$ cat config.mk
export PLATFORM = sky130hd
export DESIGN_NAME = hdlc_dl_rx
export DESIGN_NICKNAME = d
export VERILOG_FILES = /design/src/rtl/hdlc_rx_pkg.sv /design/src/rtl/hdlc_deframer.sv /design/src/rtl/hdlc_frame_track.sv /design/src/rtl/hdlc_msg_ring.sv /design/src/rtl/hdlc_dl_rx.sv
export SDC_FILE = /design/constraint.sdc
export NUM_CORES = 1
export LEC_CHECK = 0
export ABC_CLOCK_PERIOD_IN_PS = 2150
export CAP_MARGIN = 5
export CORE_ASPECT_RATIO = 0.8
export CORE_MARGIN = 1.5
export CORE_UTILIZATION = 55
export DETAILED_ROUTE_END_ITERATION = 10
export DONT_BUFFER_PORTS = 1
export PLACE_DENSITY = 0.79
export SETUP_SLACK_MARGIN = 0.05
export SYNTH_ARGS = -nofsm -noshare
export SYNTH_HDL_FRONTEND = slang
export SYNTH_SLANG_ARGS = --single-unit
$ cat constraint.sdc
create_clock -name clk -period 2.15 [get_ports clk]
set_input_delay 0.43 -clock clk [delete_from_list [all_inputs] [get_ports clk]]
set_output_delay 0.43 -clock clk [all_outputs]
set_load 0.02 [all_outputs]
$ cat src/rtl/hdlc_rx_pkg.sv
package hdlc_rx_pkg;

  localparam int OCTET_W = 8;
  localparam int CRC_W   = 16;

  localparam logic [OCTET_W-1:0] FLAG_PAT    = 8'h7E;
  localparam logic [CRC_W-1:0]   CRC_PRESET  = 16'hFFFF;
  localparam logic [CRC_W-1:0]   CRC_POLY_RF = 16'h8408;
  localparam logic [CRC_W-1:0]   CRC_GOOD    = 16'hF0B8;

  // Events leaving the deframer, one cycle after the strobed bit.
  typedef struct packed {
    logic dat_vld;   // a destuffed data bit leaves the delay window
    logic dat_bit;
    logic flag;      // a flag completed on this bit
    logic was_open;  // a message was open before this flag
    logic abort;     // abort inside an open message
  } dfr_evt_t;

  // Events leaving the frame tracker, aligned with each other.
  typedef struct packed {
    logic               byte_wr;
    logic [OCTET_W-1:0] byte_val;
    logic               end_good;
    logic               end_bad;
    logic               end_idle;
    logic               abort;
  } trk_evt_t;

endpackage

$ cat src/rtl/hdlc_deframer.sv
// Finds flags and aborts in the raw bit stream and removes stuffed zeros.
// Data bits are released after an octet-long delay, so a flag is
// recognised before any of its own bits could be taken as data.
module hdlc_deframer
  import hdlc_rx_pkg::*;
(
  input  logic     clk,
  input  logic     rst,
  input  logic     bit_in,
  input  logic     bit_vld,
  output dfr_evt_t evt_o
);

  localparam int WIN_W = OCTET_W;
  localparam int RUN_W = 3;
  localparam logic [RUN_W-1:0] RUN_STUFF = RUN_W'(5);
  localparam logic [RUN_W-1:0] RUN_ABORT = RUN_W'(6);
  localparam logic [RUN_W-1:0] RUN_SAT   = RUN_W'(7);

  logic [WIN_W-1:0] win_q;
  logic [WIN_W-1:0] keep_q;
  logic [RUN_W-1:0] ones_q;
  logic             open_q;

  logic [WIN_W-1:0] win_n;
  logic             stuffed;
  logic             flag_hit;
  logic             abort_hit;
  logic [RUN_W-1:0] ones_n;

  always_comb begin
    win_n     = {win_q[WIN_W-2:0], bit_in};
    stuffed   = !bit_in && (ones_q == RUN_STUFF);
    flag_hit  = (win_n == FLAG_PAT);
    abort_hit = bit_in && (ones_q == RUN_ABORT);
    if (!bit_in)              ones_n = '0;
    else if (ones_q == RUN_SAT) ones_n = RUN_SAT;
    else                      ones_n = ones_q + RUN_W'(1);
  end

  always_ff @(posedge clk) begin
    if (rst) begin
      win_q  <= '0;
      keep_q <= '0;
      ones_q <= '0;
      open_q <= 1'b0;
      evt_o  <= '0;
    end else begin
      evt_o <= '0;
      if (bit_vld) begin
        win_q          <= win_n;
        ones_q         <= ones_n;
        evt_o.dat_vld  <= keep_q[WIN_W-1];
        evt_o.dat_bit  <= win_q[WIN_W-1];
        evt_o.flag     <= flag_hit;
        evt_o.was_open <= open_q;
        evt_o.abort    <= abort_hit && open_q;
        if (flag_hit || abort_hit) keep_q <= '0;
        else                       keep_q <= {keep_q[WIN_W-2:0], open_q && !stuffed};
        if (flag_hit)       open_q <= 1'b1;
        else if (abort_hit) open_q <= 1'b0;
      end
    end
  end

endmodule

$ cat src/rtl/hdlc_frame_track.sv
// Packs data bits into octets, runs the check sequence and classifies
// each flag as message end, idle or neither.
module hdlc_frame_track
  import hdlc_rx_pkg::*;
(
  input  logic     clk,
  input  logic     rst,
  input  dfr_evt_t evt_i,
  output trk_evt_t trk_o
);

  localparam int CNT_W = $clog2(OCTET_W);

  logic [CRC_W-1:0]   crc_q, crc_n;
  logic [CNT_W-1:0]   cnt_q, cnt_n;
  logic [OCTET_W-1:0] sh_q, sh_n;
  logic               has_q, has_n;
  logic               closed_q;
  logic               byte_done;
  logic               fb;

  always_comb begin
    fb        = crc_q[0] ^ evt_i.dat_bit;
    crc_n     = crc_q;
    cnt_n     = cnt_q;
    sh_n      = sh_q;
    has_n     = has_q;
    byte_done = 1'b0;
    if (evt_i.dat_vld) begin
      crc_n     = (crc_q >> 1) ^ (fb ? CRC_POLY_RF : '0);
      cnt_n     = cnt_q + CNT_W'(1);
      sh_n      = {evt_i.dat_bit, sh_q[OCTET_W-1:1]};
      has_n     = 1'b1;
      byte_done = (cnt_q == CNT_W'(OCTET_W-1));
    end
  end

  always_ff @(posedge clk) begin
    if (rst) begin
      crc_q    <= CRC_PRESET;
      cnt_q    <= '0;
      sh_q     <= '0;
      has_q    <= 1'b0;
      closed_q <= 1'b0;
      trk_o    <= '0;
    end else begin
      trk_o <= '0;
      if (evt_i.abort) begin
        crc_q       <= CRC_PRESET;
        cnt_q       <= '0;
        has_q       <= 1'b0;
        closed_q    <= 1'b0;
        trk_o.abort <= 1'b1;
      end else begin
        crc_q <= crc_n;
        cnt_q <= cnt_n;
        sh_q  <= sh_n;
        has_q <= has_n;
        if (byte_done) begin
          trk_o.byte_wr  <= 1'b1;
          trk_o.byte_val <= sh_n;
        end
        if (evt_i.flag) begin
          crc_q <= CRC_PRESET;
          cnt_q <= '0;
          has_q <= 1'b0;
          if (!evt_i.was_open) begin
            closed_q <= 1'b0;
          end else if (has_n) begin
            closed_q <= 1'b1;
            if ((cnt_n != '0) || (crc_n != CRC_GOOD)) trk_o.end_bad  <= 1'b1;
            else                                      trk_o.end_good <= 1'b1;
          end else if (closed_q) begin
            closed_q <= 1'b0;
          end else begin
            trk_o.end_idle <= 1'b1;
          end
        end
      end
    end
  end

endmodule

$ cat src/rtl/hdlc_msg_ring.sv
// Circular octet store with a last-written pointer and a registered read.
module hdlc_msg_ring #(
  parameter int DEPTH  = 8,
  parameter int DATA_W = 8,
  localparam int PTR_W = $clog2(DEPTH)
) (
  input  logic              clk,
  input  logic              rst,
  input  logic              wr_en,
  input  logic [DATA_W-1:0] wr_data,
  input  logic [PTR_W-1:0]  rd_addr,
  output logic [DATA_W-1:0] rd_data,
  output logic [PTR_W-1:0]  last_ptr
);

  localparam logic [PTR_W-1:0] PTR_TOP = PTR_W'(DEPTH-1);

  logic [DATA_W-1:0] mem [DEPTH];
  logic [PTR_W-1:0]  ptr_q;
  logic [PTR_W-1:0]  ptr_nx;

  assign ptr_nx   = (ptr_q == PTR_TOP) ? '0 : ptr_q + PTR_W'(1);
  assign last_ptr = ptr_q;

  always_ff @(posedge clk) begin
    if (wr_en) mem[ptr_nx] <= wr_data;
    rd_data <= mem[rd_addr];
  end

  always_ff @(posedge clk) begin
    if (rst)        ptr_q <= PTR_TOP;
    else if (wr_en) ptr_q <= ptr_nx;
  end

endmodule

$ cat src/rtl/hdlc_dl_rx.sv
module hdlc_dl_rx
  import hdlc_rx_pkg::*;
#(
  parameter int  RING_DEPTH = 8,
  parameter int  IRQ_BYTES  = 4,
  localparam int PTR_W      = $clog2(RING_DEPTH),
  localparam int STAT_W     = PTR_W + 3
) (
  input  logic               clk,
  input  logic               rst,
  input  logic               bit_in,
  input  logic               bit_vld,
  input  logic [PTR_W-1:0]   rd_addr,
  output logic [OCTET_W-1:0] rd_data,
  input  logic               status_rd,
  output logic [STAT_W-1:0]  status,
  input  logic               irq_en,
  input  logic               dl_mode_en,
  output logic               irq
);

  localparam int BC_W = $clog2(IRQ_BYTES + 1);
  localparam logic [BC_W-1:0] BC_LAST = BC_W'(IRQ_BYTES - 1);

  dfr_evt_t          dfr_evt;
  trk_evt_t          trk_evt;
  logic [PTR_W-1:0]  ring_ptr;

  logic              abort_f, bad_f, idle_f;
  logic              irq_pend;
  logic [BC_W-1:0]   byte_cnt;
  logic              cause_evt;
  logic              cnt_hit;

  hdlc_deframer u_dfr (
    .clk     (clk),
    .rst     (rst),
    .bit_in  (bit_in),
    .bit_vld (bit_vld),
    .evt_o   (dfr_evt)
  );

  hdlc_frame_track u_trk (
    .clk   (clk),
    .rst   (rst),
    .evt_i (dfr_evt),
    .trk_o (trk_evt)
  );

  hdlc_msg_ring #(
    .DEPTH  (RING_DEPTH),
    .DATA_W (OCTET_W)
  ) u_ring (
    .clk      (clk),
    .rst      (rst),
    .wr_en    (trk_evt.byte_wr),
    .wr_data  (trk_evt.byte_val),
    .rd_addr  (rd_addr),
    .rd_data  (rd_data),
    .last_ptr (ring_ptr)
  );

  assign cause_evt = trk_evt.end_good | trk_evt.end_bad | trk_evt.end_idle | trk_evt.abort;
  assign cnt_hit   = trk_evt.byte_wr && (byte_cnt == BC_LAST);

  always_ff @(posedge clk) begin
    if (rst) begin
      abort_f  <= 1'b0;
      bad_f    <= 1'b0;
      idle_f   <= 1'b0;
      irq_pend <= 1'b0;
      byte_cnt <= '0;
      irq      <= 1'b0;
    end else begin
      if (status_rd) begin
        abort_f  <= 1'b0;
        bad_f    <= 1'b0;
        idle_f   <= 1'b0;
        irq_pend <= 1'b0;
      end
      if (trk_evt.abort)    abort_f  <= 1'b1;
      if (trk_evt.end_bad)  bad_f    <= 1'b1;
      if (trk_evt.end_idle) idle_f   <= 1'b1;
      if (cause_evt || cnt_hit) irq_pend <= 1'b1;

      if (cause_evt || cnt_hit) byte_cnt <= '0;
      else if (trk_evt.byte_wr) byte_cnt <= byte_cnt + BC_W'(1);

      irq <= irq_pend && irq_en && dl_mode_en;
    end
  end

  assign status = {ring_ptr, idle_f, bad_f, abort_f};

endmodule

==> impl_metrics.yaml <==
cts:
  cts_sinks: 149
  cts_setup_buffers: 0
  cts_tree: "done"
  cts_root_buf: "clkbuf_16"
  h-tree-depth: 4
  cts-resized-gates: 0
  cts_hold_buf: 0
  insertion_delay_ps: 410
  cts_inserted_buffers: 17
  clk_pin_slew_ps: 60
  clockBufferDepth: 2
placed_design:
  port-buffer-count: 0
  place_inst: 546
  finalWeightedCongestion: 0.755
  dp_hpwl_mm: 6.26
die:
  fp.coreArea_mm2: 0.00973
  die_x_um: 115
  ioPinCount: 25
  fp.dieH_um: 92.9
  fp.dieArea_mm2: 0.0107
  fp-row-count: 32
  start_util_pct: 57.1
yosys:
  synth_common_cells: "85 x dfxtp_1, 64 x edfxtp_1, 48 x nand2_1, 38 x nor2_1, 25 x mux2i_1"
  synth.most_common_cell: "dfxtp_1"
  yosysWarnings: 0
  yosysUniqueCellTypes: 46
  synth_cells: 418
  seq_area_frac_synth_pct: 65.3
  synthTopCellsByArea: "edfxtp_1 35%, dfxtp_1 31%, mux4_2 5.7%"
  synth_top_cell_by_area: "edfxtp_1"
  syn_area_per_cell_um2: 13.3
  async_flop_share_pct: 0
  synth_top_area_share_pct: 34.6
  synth_area_mm2: 0.00555
  syn_nets: 437
  synth-edff-count: 64
  ys_ff_latch: 149
  synth_ff_type: "dfxtp_1"
pwr:
  power_leakage_nw: 2.03
  p_per_area_mw_per_mm2: 897
  max-vdd-ir-drop_v: 0.000681
sta:
  finalSetupViolCount: 0
  fmax_mhz: 535
  max_slew.worst_pin.slew_ps: 600
  period_needed_ps: 1870
  setup_tns_ps: 0
  fin_crit_sh_pct: 86.9
  skew_ps: 6.42
  rsz0062_at_grt: "false"
  slew_viol_final: 0
  finalHoldViolations: 0
  timing.slew.headroom_pct: 59.9
global_routing:
  grt_overflow: 0
  grt_pass1_wl_mm: 16.5
  antenna_found_initial: 0
  grt_util_all_layers_pct: 20.6
  grt_pass1_vias: 3326
  grt_max_degree: 44
finish:
  area_growth_pct: 12.8
  post_layout_nonfiller_instances: 578
  n_antenna_cell: 0
  final_net_count: 448
  drive_above_1_share_pct: 16.5
critical_path:
  crit_path_end_kind: "flop"
  startpoint_type: "flop"
  slowest_stage: "or3_1"
  cpPeakStageDelay_ps: 400
  cp_max_fo: 8
  crit_buf_inv: 1
  cp_top_family: "simple AND/OR/NAND/NOR gates"
  required_ps: 2270
  path_cells: "ha_1, ha_1, or3_1, nor3b_2, buf_4"
  worstPathArrival_ps: 1980
  critPathKind: "flop to flop"
  crit_top_cell: "ha_1"
detailed_routing:
  viasPerCell: 5.53
  drt_iter0_markers: 187
  drc: 0
  ant_nets: 0
  firstDrtPassIters: 4
  wl_mm: 9.80
  route.vias.total: 3199
  wl_per_cell_um: 17.0
status:
  status: "complete, no violations"
flow_run:
  maxCapViolCount: 0
min_path:
  worst_hold_path_type: "input port to flop"
==> cell usage in the layout, fill, tap and decap left out, types with 6 or more instances in the layout <==
master     instances
ha_1               9
and2_1            10
dfxtp_1           85
a22oi_1            7
nand2_1           48
inv_1              7
buf_4             15
edfxtp_1          64
mux4_2            14
mux2_2             8
mux2i_1           25
clkbuf_16         17
nand3_1            6
a21oi_1           18
nor2_1            38
nand2b_1           6
==> area by class of cell <==
class	count	area (um^2)
tap	136	170
inverter	7	26.3
timing repair buffer	15	113
sequential	149	3620
multi-input combinational	239	1790
clock buffer	20	457
fill	690	3470
clock inverter	12	80.1
==> registers in the layout, indices dropped and copies added (netlist names), 3 cells and up <==
signal,count
u_ring.mem,64
u_trk.crc_q,16
u_trk.trk_o,13
u_dfr.keep_q,8
u_dfr.win_q,8
u_ring.rd_data,8
u_trk.sh_q,7
u_dfr.evt_o,5
byte_cnt,3
u_dfr.ones_q,3
u_ring.last_ptr,3
u_trk.cnt_q,3
==> where the power goes <==
group	switching, mW	internal [mW]	leakage [nW]
registers	0.00379	2.93	1.13
clock network	1.11	1.53	0.264
logic	0.0201	0.0272	0.637
total	1.13	4.49	2.03
==> metrics by stage <==
step	cell area [um^2]	worst slack (ps)	total power, mW	util [%]	hold WS (ps)
after floorplan	5560	81.5	3.07	-	398
after global placement	5730	329	3.04	58.8	410
after detailed placement	5730	284	3.04	58.8	412
after CTS	6260	277	5.65	64.4	75.3
after global routing	6260	200	5.77	64.4	73.9
final	6260	282	5.62	64.4	84.5
==> worst register-to-register path, delay by kind of cell (launching register included) <==
kind,cells,cell delay (ps)
buffers and inverters,1,190
DFF,1,390
and+or+nand+nor,2,580
adders and majority gates,2,400
==> layer usage <==
metal	vias up	GRT usage (%)	part of all wire [%]
li1	1534	-	-
met1	1586	27.3	45
met2	66	32.8	49
met3	13	5.82	4.6
met4	0	7.10	1.2
met5	-	0	0
==> logic make-up after synthesis <==
logic type | share of synthesized area, %
simple gates | 12.2
buf+inv | 2.61
xor+xnor | 0.789
compound gates | 4.30
fa+ha+maj | 2.03
flops | 65.3
mux | 12.8
==> final timing paths <==
path,start,to,slack [ps],cells after the start
worst max-delay path,u_ring.last_ptr[1]$_SDFFE_PP1P_,u_ring.mem[3][3]$_DFFE_PP_,280,5
worst min-delay path,rst,irq_pend$_SDFFE_PP0P_,80,1
worst max register to register,u_ring.last_ptr[1]$_SDFFE_PP1P_,u_ring.mem[3][3]$_DFFE_PP_,280,5
worst min register to register,u_trk.has_q$_SDFF_PP0_,u_trk.trk_o[1]$_SDFF_PP0_,420,1
Power figures use the tool's default switching activity.
